--- src/rtl/be_lsu_unit.sv ---
module be_lsu_unit #(
  parameter int AW = 32
) (
  input  logic          clk,
  input  logic          rst_n,
  input  logic          op_valid,
  output logic          op_ready,
  input  logic [31:0]   op_insn,
  output logic [4:0]    base_sel,
  output logic [4:0]    src_sel,
  input  logic [AW-1:0] base_val,
  input  logic [31:0]   src_val,
  output logic          mem_req,
  output logic          mem_we,
  output logic [AW-1:0] mem_addr,
  output logic [3:0]    mem_be,
  output logic [31:0]   mem_wdata,
  input  logic          mem_ready,
  input  logic [31:0]   mem_rdata,
  output logic          ld_valid,
  output logic [4:0]    ld_dest,
  output logic [31:0]   ld_data,
  output logic          misalign,
  output logic [AW-1:0] fault_addr
);
  localparam logic [5:0] OPC_LDB  = 6'd4;
  localparam logic [5:0] OPC_LDBU = 6'd16;
  localparam logic [5:0] OPC_LDH  = 6'd7;
  localparam logic [5:0] OPC_LDHU = 6'd11;
  localparam logic [5:0] OPC_LDW  = 6'd10;
  localparam logic [5:0] OPC_STB  = 6'd12;
  localparam logic [5:0] OPC_STH  = 6'd3;
  localparam logic [5:0] OPC_STW  = 6'd22;

  localparam logic [1:0] SZ_B = 2'd0;
  localparam logic [1:0] SZ_H = 2'd1;
  localparam logic [1:0] SZ_W = 2'd2;

  logic          is_ld, is_st, sgn;
  logic [1:0]    sz;
  logic [AW-1:0] ea;
  logic          bad;
  logic [3:0]    be_c;
  logic [31:0]   wd_c;

  logic          pend, p_we, p_sgn;
  logic [1:0]    p_sz, p_off;
  logic [AW-1:0] p_addr;
  logic [3:0]    p_be;
  logic [31:0]   p_wd;
  logic [4:0]    p_dest;
  logic          mis_q;
  logic [AW-1:0] fault_q;

  assign base_sel = op_insn[25:21];
  assign src_sel  = op_insn[20:16];
  assign ea       = base_val + AW'($signed(op_insn[15:0]));

  always_comb begin
    is_ld = 1'b0;
    is_st = 1'b0;
    sgn   = 1'b0;
    sz    = SZ_W;
    unique case (op_insn[31:26])
      OPC_LDB:  begin is_ld = 1'b1; sgn = 1'b1; sz = SZ_B; end
      OPC_LDBU: begin is_ld = 1'b1;             sz = SZ_B; end
      OPC_LDH:  begin is_ld = 1'b1; sgn = 1'b1; sz = SZ_H; end
      OPC_LDHU: begin is_ld = 1'b1;             sz = SZ_H; end
      OPC_LDW:  begin is_ld = 1'b1;             sz = SZ_W; end
      OPC_STB:  begin is_st = 1'b1;             sz = SZ_B; end
      OPC_STH:  begin is_st = 1'b1;             sz = SZ_H; end
      OPC_STW:  begin is_st = 1'b1;             sz = SZ_W; end
      default:  ;
    endcase
  end

  assign bad = (sz == SZ_H && ea[0]) || (sz == SZ_W && ea[1:0] != 2'b00);

  always_comb begin
    unique case (sz)
      SZ_B:    begin be_c = 4'b1000 >> ea[1:0];             wd_c = {4{src_val[7:0]}};  end
      SZ_H:    begin be_c = ea[1] ? 4'b0011 : 4'b1100;      wd_c = {2{src_val[15:0]}}; end
      default: begin be_c = 4'b1111;                        wd_c = src_val;            end
    endcase
  end

  always_ff @(posedge clk) begin
    if (!rst_n) begin
      pend    <= 1'b0;
      p_we    <= 1'b0;
      p_sgn   <= 1'b0;
      p_sz    <= SZ_W;
      p_off   <= 2'b00;
      p_addr  <= '0;
      p_be    <= 4'b0000;
      p_wd    <= '0;
      p_dest  <= '0;
      mis_q   <= 1'b0;
      fault_q <= '0;
    end else begin
      mis_q <= 1'b0;
      if (pend && mem_ready) pend <= 1'b0;
      if (op_valid && !pend && (is_ld || is_st)) begin
        if (bad) begin
          mis_q   <= 1'b1;
          fault_q <= ea;
        end else begin
          pend   <= 1'b1;
          p_we   <= is_st;
          p_sgn  <= sgn;
          p_sz   <= sz;
          p_off  <= ea[1:0];
          p_addr <= {ea[AW-1:2], 2'b00};
          p_be   <= be_c;
          p_wd   <= wd_c;
          p_dest <= op_insn[20:16];
        end
      end
    end
  end

  logic [7:0]  rd_b;
  logic [15:0] rd_h;
  logic [31:0] rd_sh;

  assign rd_sh = mem_rdata >> {~p_off, 3'b000};
  assign rd_b  = rd_sh[7:0];
  assign rd_h  = p_off[1] ? mem_rdata[15:0] : mem_rdata[31:16];

  always_comb begin
    unique case (p_sz)
      SZ_B:    ld_data = {{24{p_sgn & rd_b[7]}}, rd_b};
      SZ_H:    ld_data = {{16{p_sgn & rd_h[15]}}, rd_h};
      default: ld_data = mem_rdata;
    endcase
  end

  assign op_ready   = !pend;
  assign mem_req    = pend;
  assign mem_we     = p_we;
  assign mem_addr   = p_addr;
  assign mem_be     = p_be;
  assign mem_wdata  = p_wd;
  assign ld_valid   = pend && !p_we && mem_ready;
  assign ld_dest    = p_dest;
  assign misalign   = mis_q;
  assign fault_addr = fault_q;
endmodule

--- config.mk ---
export PLATFORM = sky130hd
export DESIGN_NAME = be_lsu_unit
export DESIGN_NICKNAME = d
export VERILOG_FILES = /design/src/rtl/be_lsu_unit.sv
export SDC_FILE = /design/constraint.sdc
export NUM_CORES = 1
export LEC_CHECK = 0
export BUFFER_PORTS_ARGS = -buffer_cell sky130_fd_sc_hd__buf_2
export CAP_MARGIN = 20
export CORE_AREA = 2 2 146 148
export DETAILED_ROUTE_END_ITERATION = 12
export DIE_AREA = 0 0 148 150
export SYNTH_ARGS = -nofsm -noshare
export SYNTH_HDL_FRONTEND = slang
export SYNTH_SLANG_ARGS = --single-unit
--- constraint.sdc ---
create_clock -name clk -period 3.6 [get_ports clk]
set_clock_uncertainty 0.05 [all_clocks]
set_input_delay 0.36 -clock clk [delete_from_list [all_inputs] [get_ports clk]]
set_output_delay 0.36 -clock clk [all_outputs]
set_load 0.005 [all_outputs]
# Yosys cells after proc, flatten, opt, wreduce, memory -nomap -nowiden
# Cells that the tools add are included.
# Widths: inputs -> output; s select.
# word_totals
mem_bits_ro	0
in_bits	132
out_inout_bits	152
ff_bits	111
ramBits	0
latch_bits	0
memories	0
# op_classes
eq_ne	11
n_reduce_logical	22
bitwise_logic	4
order_cmp	0
muxes	13
shifts	2
addsub	1
div_mod_pow	0
mul	0
# ops
cell	count
$pmux 32 s2	2
$add 32x32->32	1
$shr 32x5->8	1
$eq 6x4->1 const B	3
$mux 16	1
$eq 6x3->1 const B	2
$eq 6x5->1 const B	2
$reduce_or 3->1	3
$pmux 4 s2	1
$logic_and 1x1->1	7
$mux 1	7
$eq 6x2->1 const B	1
$reduce_and 2->1	3
$reduce_or 5->1	1
$eq 2x1->1 const B	2
$logic_not 2->1	2
$mux 4	1
$pmux 2 s2	1
$shr 4x2->4 const A	1
$and 1x1->1	2
$eq 2x2->1 const B	1
$logic_not 1->1	2
$logic_or 1x1->1	2
$not 2->2	1
other kinds (3)	3

# Logic depth before layout (Yosys ltp)
# Gate-level depths: netlist (run 1).
# logic_depth
depth_word	8
ltp_mapped	11

# Worst setup path after synthesis (run 1)
# No wires, ideal clock.
# synth_path
kind	input-to-reg
startpoint	input port op_insn[0]
endpoint	register fault_q[18] (netlist: fault_addr[18])
slack_ps	811
path_buffers	1
t_required_ps	3480
setup_time_ps	70
cell_stages	9
t_arrival_ps	2669
path_cell_list	ha_1 -> fa_1 -> inv_1 -> a41oi_1 -> o21ai_0 -> or3_1 -> clkbuf_1 -> or4_1 -> a21oi_1
# synth_between
elab_chain_cells	5
# synth_lines
item	line_no	text
from (decl)	8	input logic [31:0] op_insn,
$add 32x32->32	57	assign ea = base_val + AW'($signed(op_insn[15:0]));
named net ea[1]	41	logic [AW-1:0] ea;
$reduce_bool 2->1	77	assign bad = (sz == SZ_H && ea[0]) || (sz == SZ_W && ea[1:0] != 2'b00);
$logic_and 1x1->1	77	
$logic_or 1x1->1	77	
$reduce_and 2->1 (no source line)	n/a	
to (signal assigned)	99	fault_q <= '0;
to (signal assigned)	106	fault_q <= ea;
to (decl)	53	logic [AW-1:0] fault_q;
# The timed path passes the listed nets, and every way through them passes these cells.
# A chain may end at the register's enable or synchronous reset.

# Worst setup path in the final report (run 1)
# Ends and elaborated chain as after synthesis.

==> metrics.txt, run 1 <==
Worst EP arrival 3.16 ns; io pins 284; clk_lat worst skew 0.36 ns; Port-buffer cells 271; ys async rst share 0; Crit path required time 3.84 ns; worst vdd ir 0.224 mV; Cells after Synth 964; wire per inst 17.8 um; Hold Path Class input port to flop; post-route antenna net violation count 0; status finished, final reports clean; Netlist cell types 66; CTS tree done; cell area after synthesis 0.00716 mm^2; vias in the first global route 7338; Tcrit/Tclk final 0.810; # rows 53; CP Max Fanout 13; All-Layer GR Usage 0.227; Final Cell Area 0.00900 mm^2; YS warnings 0; Vias 8010; die width 148 um; Syn Area/Cell 7.42 um^2; final WL 26100 um; number of max-cap violations 0; Post-DP Area 0.00868 mm^2; Final Critical Period 2.92 ns; CP Capture Type flop; Synth-to-Final Area Change 25.8%; number of clock sinks 111; Leak 3.99 nW; initial antenna violation count 0; Post-CTS Resized 0; Clock transition at path regs 0.09 ns; most frequent cells in the layout buf_2, nand2_1, dfxtp_1; DP HPWL 20000 um; Synth Register Bits 111; Root Driver clkbuf_16; Congestion Overflow GR 0; drt first pass iters 5; Setup Crit Path Kind input port to flop; # H-tree levels 3; Starting Density 0.346; share of post-route cells with drive strength above 1 0.278; most common cell after layout, fill and taps aside buf_2; Final nets 1348; drt drc 0; global placer's final weighted congestion 0.979; Die ar. 0.0222 mm^2; TritonCTS buffer count 9; post-CTS setup buffers 0; Std-Cell Core Area 0.0207 mm^2; Final Max Tran Viols 0; Vias/cell 5.47; pin count of the biggest net entering global routing 73; Power Density 345 mW/mm^2; Max clock buf depth 2; RSZ-0062 raised after global routing no; Slew headroom 0.420; Worst Setup Start Kind input port; Die Y 150 um; Seq/Total Area, Yosys 0.311; final hold vios 0; prevailing post-synth register cell dfxtp_1; Setup violations, final 0; number of synthesized flops with an enable pin 0; slew of the pin with the lowest slew margin 0.847 ns; Final TNS setup 0 ns; first-pass GRT wire length 40200 um; Max Clk Rate 343 MHz; drt first-iter violations 538; diode count 0; hold_buf cts 0
-- registers in the layout, indices dropped and copies added (netlist names) --
| register | cells |
|---|---|
| fault_addr | 32 |
| ld_dest | 5 |
| mem_addr | 30 |
| mem_be | 4 |
| mem_req | 1 |
| mem_wdata | 32 |
| mem_we | 1 |
| misalign | 1 |
| p_off | 2 |
| p_sgn | 1 |
| p_sz | 2 |
-- metal layers --
metal  track usage  wire length, um  vias up
li1              -                -     3961
met1         0.308            11500     3684
met2         0.363            11800      324
met3        0.0366             1990       41
met4        0.0900              773        0
met5             0                0        -
-- synthesized netlist by cell type (all sizes together), types with 5 or more instances --
cell type  instances  area share
a2111oi            5      0.0070
a211oi            16       0.017
a21o              13       0.014
a21oi             79       0.055
a22oi             23       0.024
a311oi            27       0.033
a31oi              5      0.0044
buf               22       0.021
clkbuf            63       0.033
dfxtp            111        0.31
ha                31       0.054
inv               12      0.0063
mux2               8       0.013
nand2            202        0.11
nand2b             8      0.0070
nand3             54       0.038
nand4             10      0.0087
nor2              65       0.034
nor3               7      0.0056
o2111ai            8      0.0098
o211ai            30       0.031
o21a              15       0.017
o21ai             45       0.031
o311ai             6      0.0073
o31ai              7      0.0073
or3                9      0.0079
or4               11       0.012
xnor2              9       0.011
xor2               5      0.0061
-- per-stage QoR --
stage | hold WS, ns | worst slack, ns | instances | util | power, mW
3_5_place_dp | 0.395 | 0.312 | 1448 | 0.420 | 2.03
4_1_cts | 0.171 | 0.700 | 1464 | 0.435 | 3.13
5_1_grt | 0.173 | 0.513 | 1464 | 0.435 | 3.26
6_report | 0.184 | 0.685 | 1464 | 0.435 | 3.11
2_1_floorplan | 0.382 | 0.811 | 965 | - | 1.75
3_3_place_gp | 0.389 | 0.368 | 1447 | 0.419 | 2.02
-- area by class of cell --
class                      count  area (um^2)
clock buffer                   9          225
clock inverter                 7         97.6
fill                        2193        11700
inverter                      13         48.8
multi-input combinational    756         4520
sequential                   111         2220
tap                          275          344
timing repair buffer         293         1550
-- where the power goes --
| group | switching (mW) | internal [mW] | leakage, nW |
|---|---|---|---|
| registers | 0.0156 | 1.25 | 0.896 |
| clock network | 0.532 | 0.563 | 0.157 |
| logic | 0.455 | 0.288 | 2.94 |
-- path summary, 6_finish.rpt --
path | start | to | slack [ns] | cells after the start
max | op_insn[0] | fault_addr[18]$_SDFFE_PN0P_ | 0.68 | 9
min reg2reg | mem_wdata[3]$_SDFFE_PN0P_ | mem_wdata[3]$_SDFFE_PN0P_ | 0.40 | 2
min | op_insn[19] | ld_dest[3]$_SDFFE_PN0P_ | 0.18 | 3
max reg2reg | mem_req$_SDFF_PN0_ | mem_addr[19]$_SDFFE_PN0P_ | 1.44 | 5
-- cell families after synthesis --
logic type / after synthesis / share of synthesized area
mux: 12 / 0.0199
flops: 111 / 0.311
xor+xnor: 14 / 0.0171
fa+ha+maj: 32 / 0.0570
compound gates: 307 / 0.292
other cells: 1 / 0.000524
buf+inv: 98 / 0.0607
simple gates: 389 / 0.242
-- critical path: stages --
cell     delay (ns)
buf_2          0.10
ha_1           0.23
fa_1           0.63
inv_1          0.11
a41oi_1        0.24
o21ai_0        0.17
or3_1          0.59
or4_1          0.59
a21oi_1        0.14
Note: power is estimated with default switching activity, not from simulation.
==> run 2, diff against run 1 <==
Clock period 3.6 ns to 2.7 ns, I/O delays scaled along.
==> run 2 against run 1 <==
Critical path depth stayed put. Sequential share of layout area decreased by 1.7 points. Largest cell class unchanged. Wire length grew 0.70%.
==> metrics.txt, run 2 (same netlist as run 1, synthesis figures left out) <==
fillcell total 2114; sw power 1.32 mW; die width 148 um; global route hottest layer met2; met3 GRT Util 0.0540; RSZ-0062 raised after global routing no; Sw Ratio 0.319; Max clock buf depth 2; final hold vios 0; Final Max Tran Viols 0; Hold Path Class input port to flop; CP startpoint op_insn[0]; Congestion Overflow GR 0; Max Clk Rate 390 MHz; Setup violations, final 0; crit-path cells buf_2 > ha_1 > fa_1 > inv_1 > a41oi_1 > o21a_4 > or3_2 > or4_1 > o311ai_0; final WL 26300 um; CP Max Fanout 9; Cell Int Power 2.81 mW; Clock transition at path regs 0.08 ns; drt first pass iters 5; first-pass GRT wire length 40100 um; status finished, final reports clean; Synth-to-Final Area Change 35.1%; pin count of the biggest net entering global routing 52; share of post-route cells with drive strength above 1 0.328; CTS tree done; Setup Crit Path Kind input port to flop; dpl cells 1537; drt drc 0; TritonCTS buffer count 9; number of max-cap violations 0; post-route antenna net violation count 0; worst vdd ir 0.298 mV; io pins 284; final core utilization 0.467; most frequent cells in the layout buf_2, nand2_1, dfxtp_1; final hold slack 0.106 ns; met1 GRT Util 0.306; most common cell after layout, fill and taps aside buf_2; Vias 8267; Final Cell Area 0.00967 mm^2; Port-buffer cells 271; wire per inst 17.0 um; drt first-iter violations 577; # H-tree levels 3; Combinational Power Share 0.279; global placer's final weighted congestion 0.968; Vias/cell 5.33; initial antenna violation count 1; Worst EP arrival 2.77 ns; met2 track demand over resource 0.371; diode count 0; CP peak stage delay 0.59 ns; Leak 4.41 nW; Die ar. 0.0222 mm^2; CP Capture Type flop; Crit path required time 2.91 ns; slowest CP cell or3_2; Tcrit/Tclk final 0.950; Worst Setup Start Kind input port; vias in the first global route 7366; clk_lat worst skew 0.36 ns; Root Driver clkbuf_16; Non-Filler Instances 1551; Std-Cell Core Area 0.0207 mm^2; Post-DP Area 0.00940 mm^2; All-Layer GR Usage 0.228; Power Density 427 mW/mm^2; worst flop-to-flop path startpoint mem_req$_SDFF_PN0_; slew of the pin with the lowest slew margin 1.13 ns; Slew headroom 0.229; cell family with most CP delay simple AND/OR/NAND/NOR gates; Final nets 1437; # rows 53; Worst Min Path Start src_val[30]; Starting Density 0.346; Final Critical Period 2.56 ns; Pwr Total 4.13 mW; CP bufs+invs 2; DP HPWL 21000 um; number of clock sinks 111; Die Y 150 um; sequential share of power 0.409; Clock power frac 0.313
-- run 2: power by group through the flow --
stage	combinational (mW)	sequential [mW]	clock [mW]
after floorplan	0.606	1.73	0
after global placement	1.13	1.73	0
after CTS	1.14	1.69	1.33
final	1.15	1.69	1.29
after detailed placement	1.14	1.73	0
after global routing	1.27	1.69	1.41
-- run 2: worst reg2reg max path, cell delays in order, from the launching register on --
cell	delay, ns
dfxtp_1	0.37
inv_1	0.11
nand3_1	0.24
or3_2	0.61
or4_1	0.56
o311ai_0	0.11
-- run 2: layer usage --
layer,routed length (um),vias to the layer above,share of wire
li1,-,4138,-
met1,11500,3799,0.44
met2,12200,298,0.47
met3,2160,30,0.082
met4,397,2,0.015
met5,13,-,0.00049
-- run 2: worst paths after layout --
path         depth (start not counted)                         end  slack [ns]
max                                  9   mem_addr[19]$_SDFFE_PN0P_        0.14
min                                  3  mem_wdata[30]$_SDFFE_PN0P_        0.11
max reg2reg                          5   mem_addr[19]$_SDFFE_PN0P_        0.55
min reg2reg                          2          p_sgn$_SDFFE_PN0P_        0.40
-- run 2: layout make-up --
cell class	count	area, um^2	area share
clock inverter	5	43.8	0.00453
multi-input combinational	756	4520	0.468
tap	275	344	0.0356
clock buffer	9	225	0.0233
sequential	111	2220	0.230
timing repair buffer	382	2260	0.234
inverter	13	48.8	0.00505
-- run 2: what timing repair did --
item,4_1_cts,5_1_grt
setup buffers,0,0
endpoints found under the setup margin,0,2
resized for setup,0,1
hold buffers,0,0
-- run 2: per-stage QoR --
stage / setup slack [ns] / TNS [ns]
after floorplan: 0.000759 / 0
after global placement: -0.273 / -2.66
after detailed placement: -0.307 / -3.84
after CTS: 0.0734 / 0
after global routing: 0.0284 / 0
final: 0.135 / 0
==> run 3, diff against run 2 <==
Settings changed: CELL_PAD_IN_SITES_DETAIL_PLACEMENT from default to 0, CELL_PAD_IN_SITES_GLOBAL_PLACEMENT from default to 1, CORE_AREA 2 2 146 148 to 2 2 149 151, DIE_AREA 0 0 148 150 to 0 0 151 153, PLACE_DENSITY_LB_ADDON from default to 0.1.
==> run 3 against run 2 <==
Critical endpoint is now fault_addr[18]$_SDFFE_PN0P_. Register-to-register slack improved by 0.07 ns. Cell count increased by 0.39%. Sequential share of layout area decreased by 0.20 points.
==> metrics.txt, run 3 (same netlist as run 1, synthesis figures left out) <==
CP peak stage delay 0.54 ns; Vias/cell 5.20; Hold Path Class input port to flop; final WL 26300 um; global placer's final weighted congestion 0.829; All-Layer GR Usage 0.219; Final WS setup 0.173 ns; post-route antenna net violation count 0; status finished, final reports clean; dpl cells 1541; Post-CTS Resized 0; RSZ-0062 raised after global routing no; CTS tree done; drt first-iter violations 353; Max Clk Rate 396 MHz; die width 151 um; # H-tree levels 3; diode count 0; met3 WL 1490 um; met1 WL 11700 um; critical path endpoint fault_addr[18]$_SDFFE_PN0P_; Crit path required time 2.94 ns; Final Max Tran Viols 0; CP Capture Type flop; vias in the first global route 7553; Crit. path cell count 9; first-pass GRT wire length 40300 um; cell family with most CP delay simple AND/OR/NAND/NOR gates; register area 0.00222 mm^2; number of max-cap violations 0; drt first pass iters 4; wire per inst 16.9 um; fillcell total 2287; Final Critical Period 2.53 ns; Top Layer Used met4; Multi-input gate area 0.00453 mm^2; Clock transition at path regs 0.09 ns; Final TNS setup 0 ns; Leak 4.43 nW; Final nets 1436; Setup violations, final 0; number of clock sinks 111; pin count of the biggest net entering global routing 53; Worst EP arrival 2.77 ns; Power Density 431 mW/mm^2; slew of the pin with the lowest slew margin 0.848 ns; post-CTS setup buffers 0; io pins 284; Vias 8097; Slew headroom 0.420; slowest CP cell fa_1; most common cell after layout, fill and taps aside buf_2; share of post-route cells with drive strength above 1 0.328; CP startpoint op_insn[0]; DP HPWL 21100 um; r2r setup slk 0.62 ns; final hold vios 0; Tcrit/Tclk final 0.936; most frequent cells in the layout buf_2, nand2_1, dfxtp_1; Starting Density 0.333; crit-path cells buf_2 > ha_1 > fa_1 > inv_1 > a41oi_1 > o21ai_0 > or3_4 > or4_1 > a21oi_1; RR Endpoint mem_addr[19]$_SDFFE_PN0P_; hold_buf cts 0; Std-Cell Core Area 0.0215 mm^2; Max clock buf depth 2; TritonCTS buffer count 9; CP bufs+invs 2; Congestion Overflow GR 0; Setup Crit Path Kind input port to flop; Setup Slack @ Placement -0.305 ns; worst flop-to-flop path startpoint mem_req$_SDFF_PN0_; CP Max Fanout 9; clk_lat worst skew 0.35 ns; Die ar. 0.0231 mm^2; initial antenna violation count 0; Pwr Total 4.21 mW; Die Y 153 um; Root Driver clkbuf_16; worst vdd ir 0.240 mV; Non-Filler Instances 1557; met2 WL post-DR 12600 um; # rows 54; Reg2Reg Depth 5; Worst Setup Start Kind input port; drt drc 0; Port-buffer cells 271; Synth-to-Final Area Change 36.3%
run 3: where the power goes:
group | total, mW | internal [mW] | switching (mW)
sequential | 1.69 | 1.67 | 0.0198
combinational | 1.14 | 0.511 | 0.625
clock | 1.38 | 0.667 | 0.717
run 3: worst min path at each step:
stage                                    startpoint                          to  slack (ns)  depth (start not counted)
after floorplan                         op_insn[16]     ld_dest[0]$_SDFFE_PN0P_        0.36                          2
after global placement    mem_wdata[2]$_SDFFE_PN0P_   mem_wdata[2]$_SDFFE_PN0P_        0.39                          2
after detailed placement   mem_addr[3]$_SDFFE_PN0P_    mem_addr[3]$_SDFFE_PN0P_        0.40                          2
after CTS                               src_val[16]  mem_wdata[16]$_SDFFE_PN0P_        0.09                          3
after global routing                    src_val[22]  mem_wdata[22]$_SDFFE_PN0P_         0.1                          3
final                                   src_val[16]  mem_wdata[16]$_SDFFE_PN0P_        0.11                          3
run 3: worst register-to-register path: stages, from the launching register on:
cell      delay (ns)
dfxtp_1         0.33
inv_1           0.09
nand3_1         0.26
or3_2           0.61
or4_1           0.55
o311ai_0        0.10
run 3: routing by layer:
| metal | vias to the layer above | track usage |
|---|---|---|
| met5 | - | 0 |
| met4 | 0 | 0.0610 |
| met3 | 26 | 0.0316 |
| met2 | 204 | 0.375 |
| met1 | 3719 | 0.286 |
| li1 | 4148 | - |
run 3: area by class of cell:
class | instances | share of cell area
Multi-Input combinational cell | 756 | 0.465
Timing Repair Buffer | 381 | 0.235
Sequential cell | 111 | 0.228
Tap cell | 280 | 0.0359
Clock buffer | 9 | 0.0231
Clock inverter | 7 | 0.00821
Inverter | 13 | 0.00500
run 3: stage by stage:
stage / hold slack (ns) / instance area, um^2 / utilization
finish: 0.111 / 9750 / 0.454
CTS: 0.0928 / 9750 / 0.454
global route: 0.0958 / 9750 / 0.454
detailed placement: 0.395 / 9440 / 0.440
global placement: 0.390 / 9440 / 0.440
floorplan: 0.356 / 7160 / -
